### config.mk
export PLATFORM = sky130hd
export DESIGN_NAME = sdram_cmd_seq
export DESIGN_NICKNAME = d
export VERILOG_FILES = /design/src/rtl/sdram_seq_pkg.sv /design/src/rtl/sdram_cfg_regs.sv /design/src/rtl/sdram_cmd_enc.sv /design/src/rtl/sdram_cmd_seq.sv
export SDC_FILE = /design/constraint.sdc
export NUM_CORES = 1
export LEC_CHECK = 0
export ABC_AREA = 1
export CORE_ASPECT_RATIO = 1.1
export CORE_UTILIZATION = 35
export DETAILED_ROUTE_END_ITERATION = 12
export GPL_ROUTABILITY_DRIVEN = 0
export GPL_TIMING_DRIVEN = 0
export PLACE_DENSITY = 0.64
export SYNTH_ARGS = -nofsm -noshare
export SYNTH_HDL_FRONTEND = slang
export SYNTH_SLANG_ARGS = --single-unit
export TNS_END_PERCENT = 20
### constraint.sdc
create_clock -name clk -period 4.75 [get_ports clk]
set_input_delay 0.475 -clock clk [delete_from_list [all_inputs] [get_ports clk]]
set_output_delay 0.475 -clock clk [all_outputs]
set_load 0.005 [all_outputs]
### src/rtl/sdram_seq_pkg.sv
package sdram_seq_pkg;

    typedef enum logic [2:0] {
        CMD_IDLE,
        CMD_NOP,
        CMD_PRE,
        CMD_REF,
        CMD_MRS
    } sdcmd_e;

    typedef enum logic [1:0] {
        ST_INIT_CMD,
        ST_INIT_WAIT,
        ST_IDLE,
        ST_RUN_WAIT
    } seq_st_e;

    localparam logic [7:0] OPM_NORMAL   = 8'h00;
    localparam logic [7:0] OPM_MRS      = 8'h03;
    localparam logic [7:0] OPM_FREF     = 8'h04;
    localparam logic [7:0] BURST_LINEAR = 8'h09;

    localparam logic [3:0] CFG_OPMODE    = 4'd0;
    localparam logic [3:0] CFG_BURST     = 4'd1;
    localparam logic [3:0] CFG_BANK_BASE = 4'd8;

    localparam logic [2:0] RST_BL = 3'b011;
    localparam logic [2:0] RST_CL = 3'd3;

endpackage

### src/rtl/sdram_cfg_regs.sv
module sdram_cfg_regs
    import sdram_seq_pkg::*;
#(
    parameter int NUM_CS = 4,
    parameter int ADDR_W = 13
) (
    input  logic                             clk,
    input  logic                             rst_n,
    input  logic                             cfg_we,
    input  logic [3:0]                       cfg_addr,
    input  logic [7:0]                       cfg_wdata,
    output logic [7:0]                       opmode,
    output logic [NUM_CS-1:0][ADDR_W-1:0]    mode_val
);

    typedef struct packed {
        logic [7:0]              opmode;
        logic [7:0]              burst;
        logic [NUM_CS-1:0][2:0]  bl;
        logic [NUM_CS-1:0][2:0]  cl;
    } cfg_s;

    cfg_s r_d, r_q;
    logic linear;

    always_comb begin
        r_d = r_q;
        if (cfg_we) begin
            if (cfg_addr == CFG_OPMODE) r_d.opmode = cfg_wdata;
            if (cfg_addr == CFG_BURST)  r_d.burst  = cfg_wdata;
            for (int b = 0; b < NUM_CS; b++) begin
                if (cfg_addr == CFG_BANK_BASE + 4'(b)) begin
                    r_d.bl[b] = cfg_wdata[2:0];
                    r_d.cl[b] = cfg_wdata[6:4];
                end
            end
        end
    end

    always_ff @(posedge clk) begin
        if (!rst_n) begin
            r_q.opmode <= OPM_NORMAL;
            r_q.burst  <= '0;
            r_q.bl     <= {NUM_CS{RST_BL}};
            r_q.cl     <= {NUM_CS{RST_CL}};
        end else begin
            r_q <= r_d;
        end
    end

    assign opmode = r_q.opmode;
    assign linear = (r_q.burst == BURST_LINEAR);

    for (genvar g = 0; g < NUM_CS; g++) begin : g_mode
        assign mode_val[g] = {{(ADDR_W-7){1'b0}}, r_q.cl[g], ~linear, r_q.bl[g]};
    end

endmodule

### src/rtl/sdram_cmd_enc.sv
module sdram_cmd_enc
    import sdram_seq_pkg::*;
#(
    parameter int NUM_CS = 4,
    parameter int ADDR_W = 13
) (
    input  sdcmd_e              cmd,
    input  logic [NUM_CS-1:0]   sel_n,
    input  logic [ADDR_W-1:0]   mode,
    output logic [NUM_CS-1:0]   cs_n,
    output logic                ras_n,
    output logic                cas_n,
    output logic                we_n,
    output logic [ADDR_W-1:0]   addr
);

    always_comb begin
        cs_n  = sel_n;
        ras_n = 1'b1;
        cas_n = 1'b1;
        we_n  = 1'b1;
        addr  = '0;
        case (cmd)
            CMD_PRE: begin
                ras_n    = 1'b0;
                we_n     = 1'b0;
                addr[10] = 1'b1;
            end
            CMD_REF: begin
                ras_n = 1'b0;
                cas_n = 1'b0;
            end
            CMD_MRS: begin
                ras_n = 1'b0;
                cas_n = 1'b0;
                we_n  = 1'b0;
                addr  = mode;
            end
            CMD_NOP: ;
            default: cs_n = '1;
        endcase
    end

endmodule

### src/rtl/sdram_cmd_seq.sv
module sdram_cmd_seq
    import sdram_seq_pkg::*;
#(
    parameter int NUM_CS = 4,
    parameter int ADDR_W = 13,
    parameter int N_REF  = 2,
    parameter int T_RP   = 2,
    parameter int T_RFC  = 3,
    parameter int T_MRD  = 2
) (
    input  logic                        clk,
    input  logic                        rst_n,
    input  logic                        cfg_we,
    input  logic [3:0]                  cfg_addr,
    input  logic [7:0]                  cfg_wdata,
    input  logic                        acc_req,
    input  logic [$clog2(NUM_CS)-1:0]   acc_bank,
    output logic                        acc_pass,
    output logic                        busy,
    output logic                        init_done,
    output logic [NUM_CS-1:0]           cs_n,
    output logic                        ras_n,
    output logic                        cas_n,
    output logic                        we_n,
    output logic [ADDR_W-1:0]           addr
);

    localparam int BANK_W    = $clog2(NUM_CS);
    localparam int LAST_STEP = N_REF + NUM_CS;
    localparam int STEP_W    = $clog2(LAST_STEP + 1);
    localparam int MAX_T     = (T_RP > T_RFC) ? ((T_RP > T_MRD) ? T_RP : T_MRD)
                                              : ((T_RFC > T_MRD) ? T_RFC : T_MRD);
    localparam int CNT_W     = $clog2(MAX_T + 1);

    typedef struct packed {
        seq_st_e              st;
        logic [STEP_W-1:0]    step;
        logic [CNT_W-1:0]     cnt;
        sdcmd_e               cmd;
        logic [NUM_CS-1:0]    sel;
        logic [ADDR_W-1:0]    mode;
        logic                 done;
        logic                 pass;
    } seq_s;

    seq_s s_d, s_q;

    logic [7:0]                     opmode;
    logic [NUM_CS-1:0][ADDR_W-1:0]  mode_val;
    logic [BANK_W-1:0]              mrs_idx;

    sdram_cfg_regs #(.NUM_CS(NUM_CS), .ADDR_W(ADDR_W)) u_cfg (
        .clk       (clk),
        .rst_n     (rst_n),
        .cfg_we    (cfg_we),
        .cfg_addr  (cfg_addr),
        .cfg_wdata (cfg_wdata),
        .opmode    (opmode),
        .mode_val  (mode_val)
    );

    assign mrs_idx = BANK_W'(s_q.step - STEP_W'(N_REF + 1));

    always_comb begin
        s_d      = s_q;
        s_d.pass = 1'b0;
        case (s_q.st)
            ST_INIT_CMD: begin
                s_d.st  = ST_INIT_WAIT;
                s_d.sel = '0;
                if (s_q.step == '0) begin
                    s_d.cmd = CMD_PRE;
                    s_d.cnt = CNT_W'(T_RP);
                end else if (s_q.step <= STEP_W'(N_REF)) begin
                    s_d.cmd = CMD_REF;
                    s_d.cnt = CNT_W'(T_RFC);
                end else begin
                    s_d.cmd  = CMD_MRS;
                    s_d.sel  = ~(NUM_CS'(1) << mrs_idx);
                    s_d.mode = mode_val[mrs_idx];
                    s_d.cnt  = CNT_W'(T_MRD);
                end
            end
            ST_INIT_WAIT: begin
                s_d.cmd = CMD_NOP;
                s_d.cnt = s_q.cnt - 1'b1;
                if (s_q.cnt == CNT_W'(1)) begin
                    if (s_q.step == STEP_W'(LAST_STEP)) begin
                        s_d.st = ST_IDLE;
                    end else begin
                        s_d.st   = ST_INIT_CMD;
                        s_d.step = s_q.step + 1'b1;
                    end
                end
            end
            ST_IDLE: begin
                s_d.done = 1'b1;
                s_d.cmd  = CMD_IDLE;
                s_d.sel  = '1;
                if (acc_req && s_q.done) begin
                    if (opmode == OPM_MRS) begin
                        s_d.st   = ST_RUN_WAIT;
                        s_d.cmd  = CMD_MRS;
                        s_d.sel  = ~(NUM_CS'(1) << acc_bank);
                        s_d.mode = mode_val[acc_bank];
                        s_d.cnt  = CNT_W'(T_MRD);
                    end else if (opmode == OPM_FREF) begin
                        s_d.st  = ST_RUN_WAIT;
                        s_d.cmd = CMD_REF;
                        s_d.sel = ~(NUM_CS'(1) << acc_bank);
                        s_d.cnt = CNT_W'(T_RFC);
                    end else begin
                        s_d.pass = 1'b1;
                    end
                end
            end
            default: begin
                s_d.cmd = CMD_NOP;
                s_d.cnt = s_q.cnt - 1'b1;
                if (s_q.cnt == CNT_W'(1)) s_d.st = ST_IDLE;
            end
        endcase
    end

    always_ff @(posedge clk) begin
        if (!rst_n) begin
            s_q.st   <= ST_INIT_CMD;
            s_q.step <= '0;
            s_q.cnt  <= '0;
            s_q.cmd  <= CMD_IDLE;
            s_q.sel  <= '1;
            s_q.mode <= '0;
            s_q.done <= 1'b0;
            s_q.pass <= 1'b0;
        end else begin
            s_q <= s_d;
        end
    end

    sdram_cmd_enc #(.NUM_CS(NUM_CS), .ADDR_W(ADDR_W)) u_enc (
        .cmd   (s_q.cmd),
        .sel_n (s_q.sel),
        .mode  (s_q.mode),
        .cs_n  (cs_n),
        .ras_n (ras_n),
        .cas_n (cas_n),
        .we_n  (we_n),
        .addr  (addr)
    );

    assign acc_pass  = s_q.pass;
    assign init_done = s_q.done;
    assign busy      = !s_q.done || (s_q.st != ST_IDLE);

endmodule

==> results.py <==
metrics = {
    "setup_path": {
        "path_cells": "nor2_1 > nand2_1 > o21ai_0 > inv_1 > nand2_1 > nand2_1 > clkdlybuf4s50_1",
        "cp.depth": 7,
        "crit_required_ns": 4.28,
        "path_class": "flop to output port",
        "crit_top_cell": "nand2_1",
        "crit_arrival_ns": 1.92,
        "max_stage_delay_ns": 0.49,
        "cp_max_fo": 10,
        "path_buf_inv": 2,
        "critPathCaptureType": "output port",
        "crit_family": "buffers and inverters",
        "cp_slowest_cell": "clkdlybuf4s50_1",
        "rr_worst_depth": 11,
        "start_kind": "flop",
    },
    "timing": {
        "max-slew-margin-rel_pct": 64.5,
        "finalSetupTns_ns": 0,
        "fin_worst_skew_ns": 0.00855,
        "rsz0062_at_grt": "no",
        "worst_pin_slew_ns": 0.533,
        "min_period_ns": 2.39,
        "setup_violations": 0,
        "final-hold-violation-count": 0,
        "fmax_mhz": 418,
        "period_share_pct": 50.4,
        "finalMaxSlewViolations": 0,
    },
    "drt": {
        "drt_iter0_drc": 207,
        "wl_per_cell_um": 11.9,
        "wl_um": 7810,
        "vias": 3090,
        "dr.pass1.iters": 5,
        "via_per_inst": 4.72,
        "detail-route-antenna-nets": 0,
        "route.detailed.drc": 0,
    },
    "clock_network": {
        "cts_made_buffers": 9,
        "clkTransAtPathRegs_ns": 0.07,
        "cts_tree": "done",
        "htreeDepth": 3,
        "cts_hold_buf": 0,
        "post_cts_buffers": 0,
        "cts_root_buf": "clkbuf_8",
        "clock_latency_ns": 0.35,
        "numClockSinks": 63,
        "ctsResizeCount": 0,
        "cts_buffer_depth": 2,
    },
    "floorplanning": {
        "ios": 41,
        "coreArea_um2": 8870,
        "start_util_pct": 36.2,
        "dieArea_um2": 9560,
        "die_height_um": 102,
        "die_w_um": 93.3,
        "num_rows": 36,
    },
    "synthesis": {
        "synth_edf_count": 0,
        "synth_most_common_cell": "nand2_1",
        "synth_top_area_share_pct": 39.3,
        "synth_ff_type": "dfxtp_1",
        "ys_ff_latch": 63,
        "synth_async_sr_flop_share_pct": 0,
        "synth_area_leader_cell": "dfxtp_1",
        "synth_area_leaders": "dfxtp_1, nand2_1, nor2_1, inv_1, o21ai_0",
        "syn_avg_cell_area_um2": 6.58,
        "syn_inst": 488,
        "yosysUniqueCellTypes": 29,
        "yosysWarningCount": 0,
        "synthTopCellsByCount": "nand2_1, nor2_1, dfxtp_1",
        "synth_area_um2": 3210,
        "synth-seq-area-share_pct": 39.3,
    },
    "grt": {
        "grt_pass1_vias": 2812,
        "grt_pass1_wl_um": 13200,
        "grt_use_total_pct": 17.7,
        "grt_max_degree": 13,
        "grt_overflow": 0,
        "antenna_found_initial": 0,
    },
    "pwr": {
        "ir_worst_vdd_v": 0.000144,
        "p_leak_nw": 1.80,
        "power.density_nw_per_um2": 309,
    },
    "hold_path": {
        "hold_depth": 2,
        "hp-class": "flop to flop",
    },
    "finish": {
        "fin_nets": 560,
        "fin_area_um2": 3940,
        "synthToLayoutAreaGrowth_pct": 22.7,
        "n_antenna_cell": 0,
        "final_layout_size_suffix_gt1_share_pct": 7.02,
    },
    "status": {
        "status": "completed",
    },
    "placement": {
        "dp_hpwl_um": 5960,
        "placement.io_buffers": 34,
        "placement.cell_area_um2": 3710,
    },
    "job": {
        "cap_violations": 0,
    },
}
[where the power goes]
part	internal (W)	switching (W)	total, W
Combinational	0.0000529	0.0000753	0.000128
Clock	0.000335	0.000201	0.000536
Sequential	0.000543	0.00000863	0.000552
Total	0.000931	0.000285	0.00122
[stage by stage]
stage          utilization [%]  instances  hold slack, ns  setup slack [ns]  power, W
2_1_floorplan                -        492           0.424              3.07  0.000641
3_3_place_gp              41.8        640           0.434              2.75  0.000689
3_5_place_dp              41.8        640           0.439              2.71  0.000692
4_1_cts                   44.4        655           0.450              2.33   0.00123
5_1_grt                   44.4        655           0.470              2.12   0.00127
6_report                  44.4        655           0.449              2.36   0.00122
[layer usage]
layer  track usage (%)  wire [µm]
met1              21.7       3650
met2              30.1       3620
met3              3.79        399
met5                 0          0
met4              7.69        142
[worst min-delay path, cell delays in order (launching register included)]
cell     delay (ns)
dfxtp_1        0.31
inv_1          0.05
a21oi_1        0.05
[worst paths after layout]
kind | endpoint | startpoint | slack, ns
worst max register to register | s_q[6] | s_q[24] | 2.68
worst min-delay path | u_cfg.opmode[7] | u_cfg.opmode[7] | 0.45
worst min register to register | u_cfg.opmode[7] | u_cfg.opmode[7] | 0.45
worst max-delay path | cs_n[2] | s_q[19] | 2.36
[layout by cell type, fill, tap and decap left out, types with 2 or more instances in the layout]
cell type,count
clkbuf_1,7
nand2_1,130
o21ai_0,42
ha_1,5
nand4_1,2
conb_1,5
buf_4,5
buf_2,4
nand3_1,27
inv_1,56
nor3b_1,2
o211ai_1,20
nor3_1,4
clkbuf_8,12
bufinv_16,2
a21oi_1,30
inv_2,5
clkdlybuf4s50_1,34
dfxtp_1,63
nor2_1,72
nand2_2,2
[registers in the layout, summed over array words and instances, names as in the netlist]
name            count
u_cfg.r_q           8
acc_pass            1
s_q                21
u_cfg.opmode        8
init_done           1
u_cfg.mode_val     24
[cells by family (layout without fill, tap and decap cells)]
kind of cell               Yosys count  count (layout)  synth area share (%)
AOI/OAI and AO/OA                   94              94                  16.4
adders and majority gates            5               5                  1.95
buffers and inverters               80             129                  10.5
DFF                                 63              63                  39.3
other                                1               5                 0.117
and+or+nand+nor                    245             245                  31.8
[area by class of cell]
cell class | count | area, µm²
inverters | 62 | 238
clock inverters | 3 | 65.1
multi-input cells | 349 | 1630
well taps | 114 | 143
fillers | 928 | 4930
plain buffers | 18 | 98.8
clock buffers | 12 | 165
flip-flops and latches | 63 | 1260
repair buffers | 34 | 340
(Power assumes the default switching activity.)
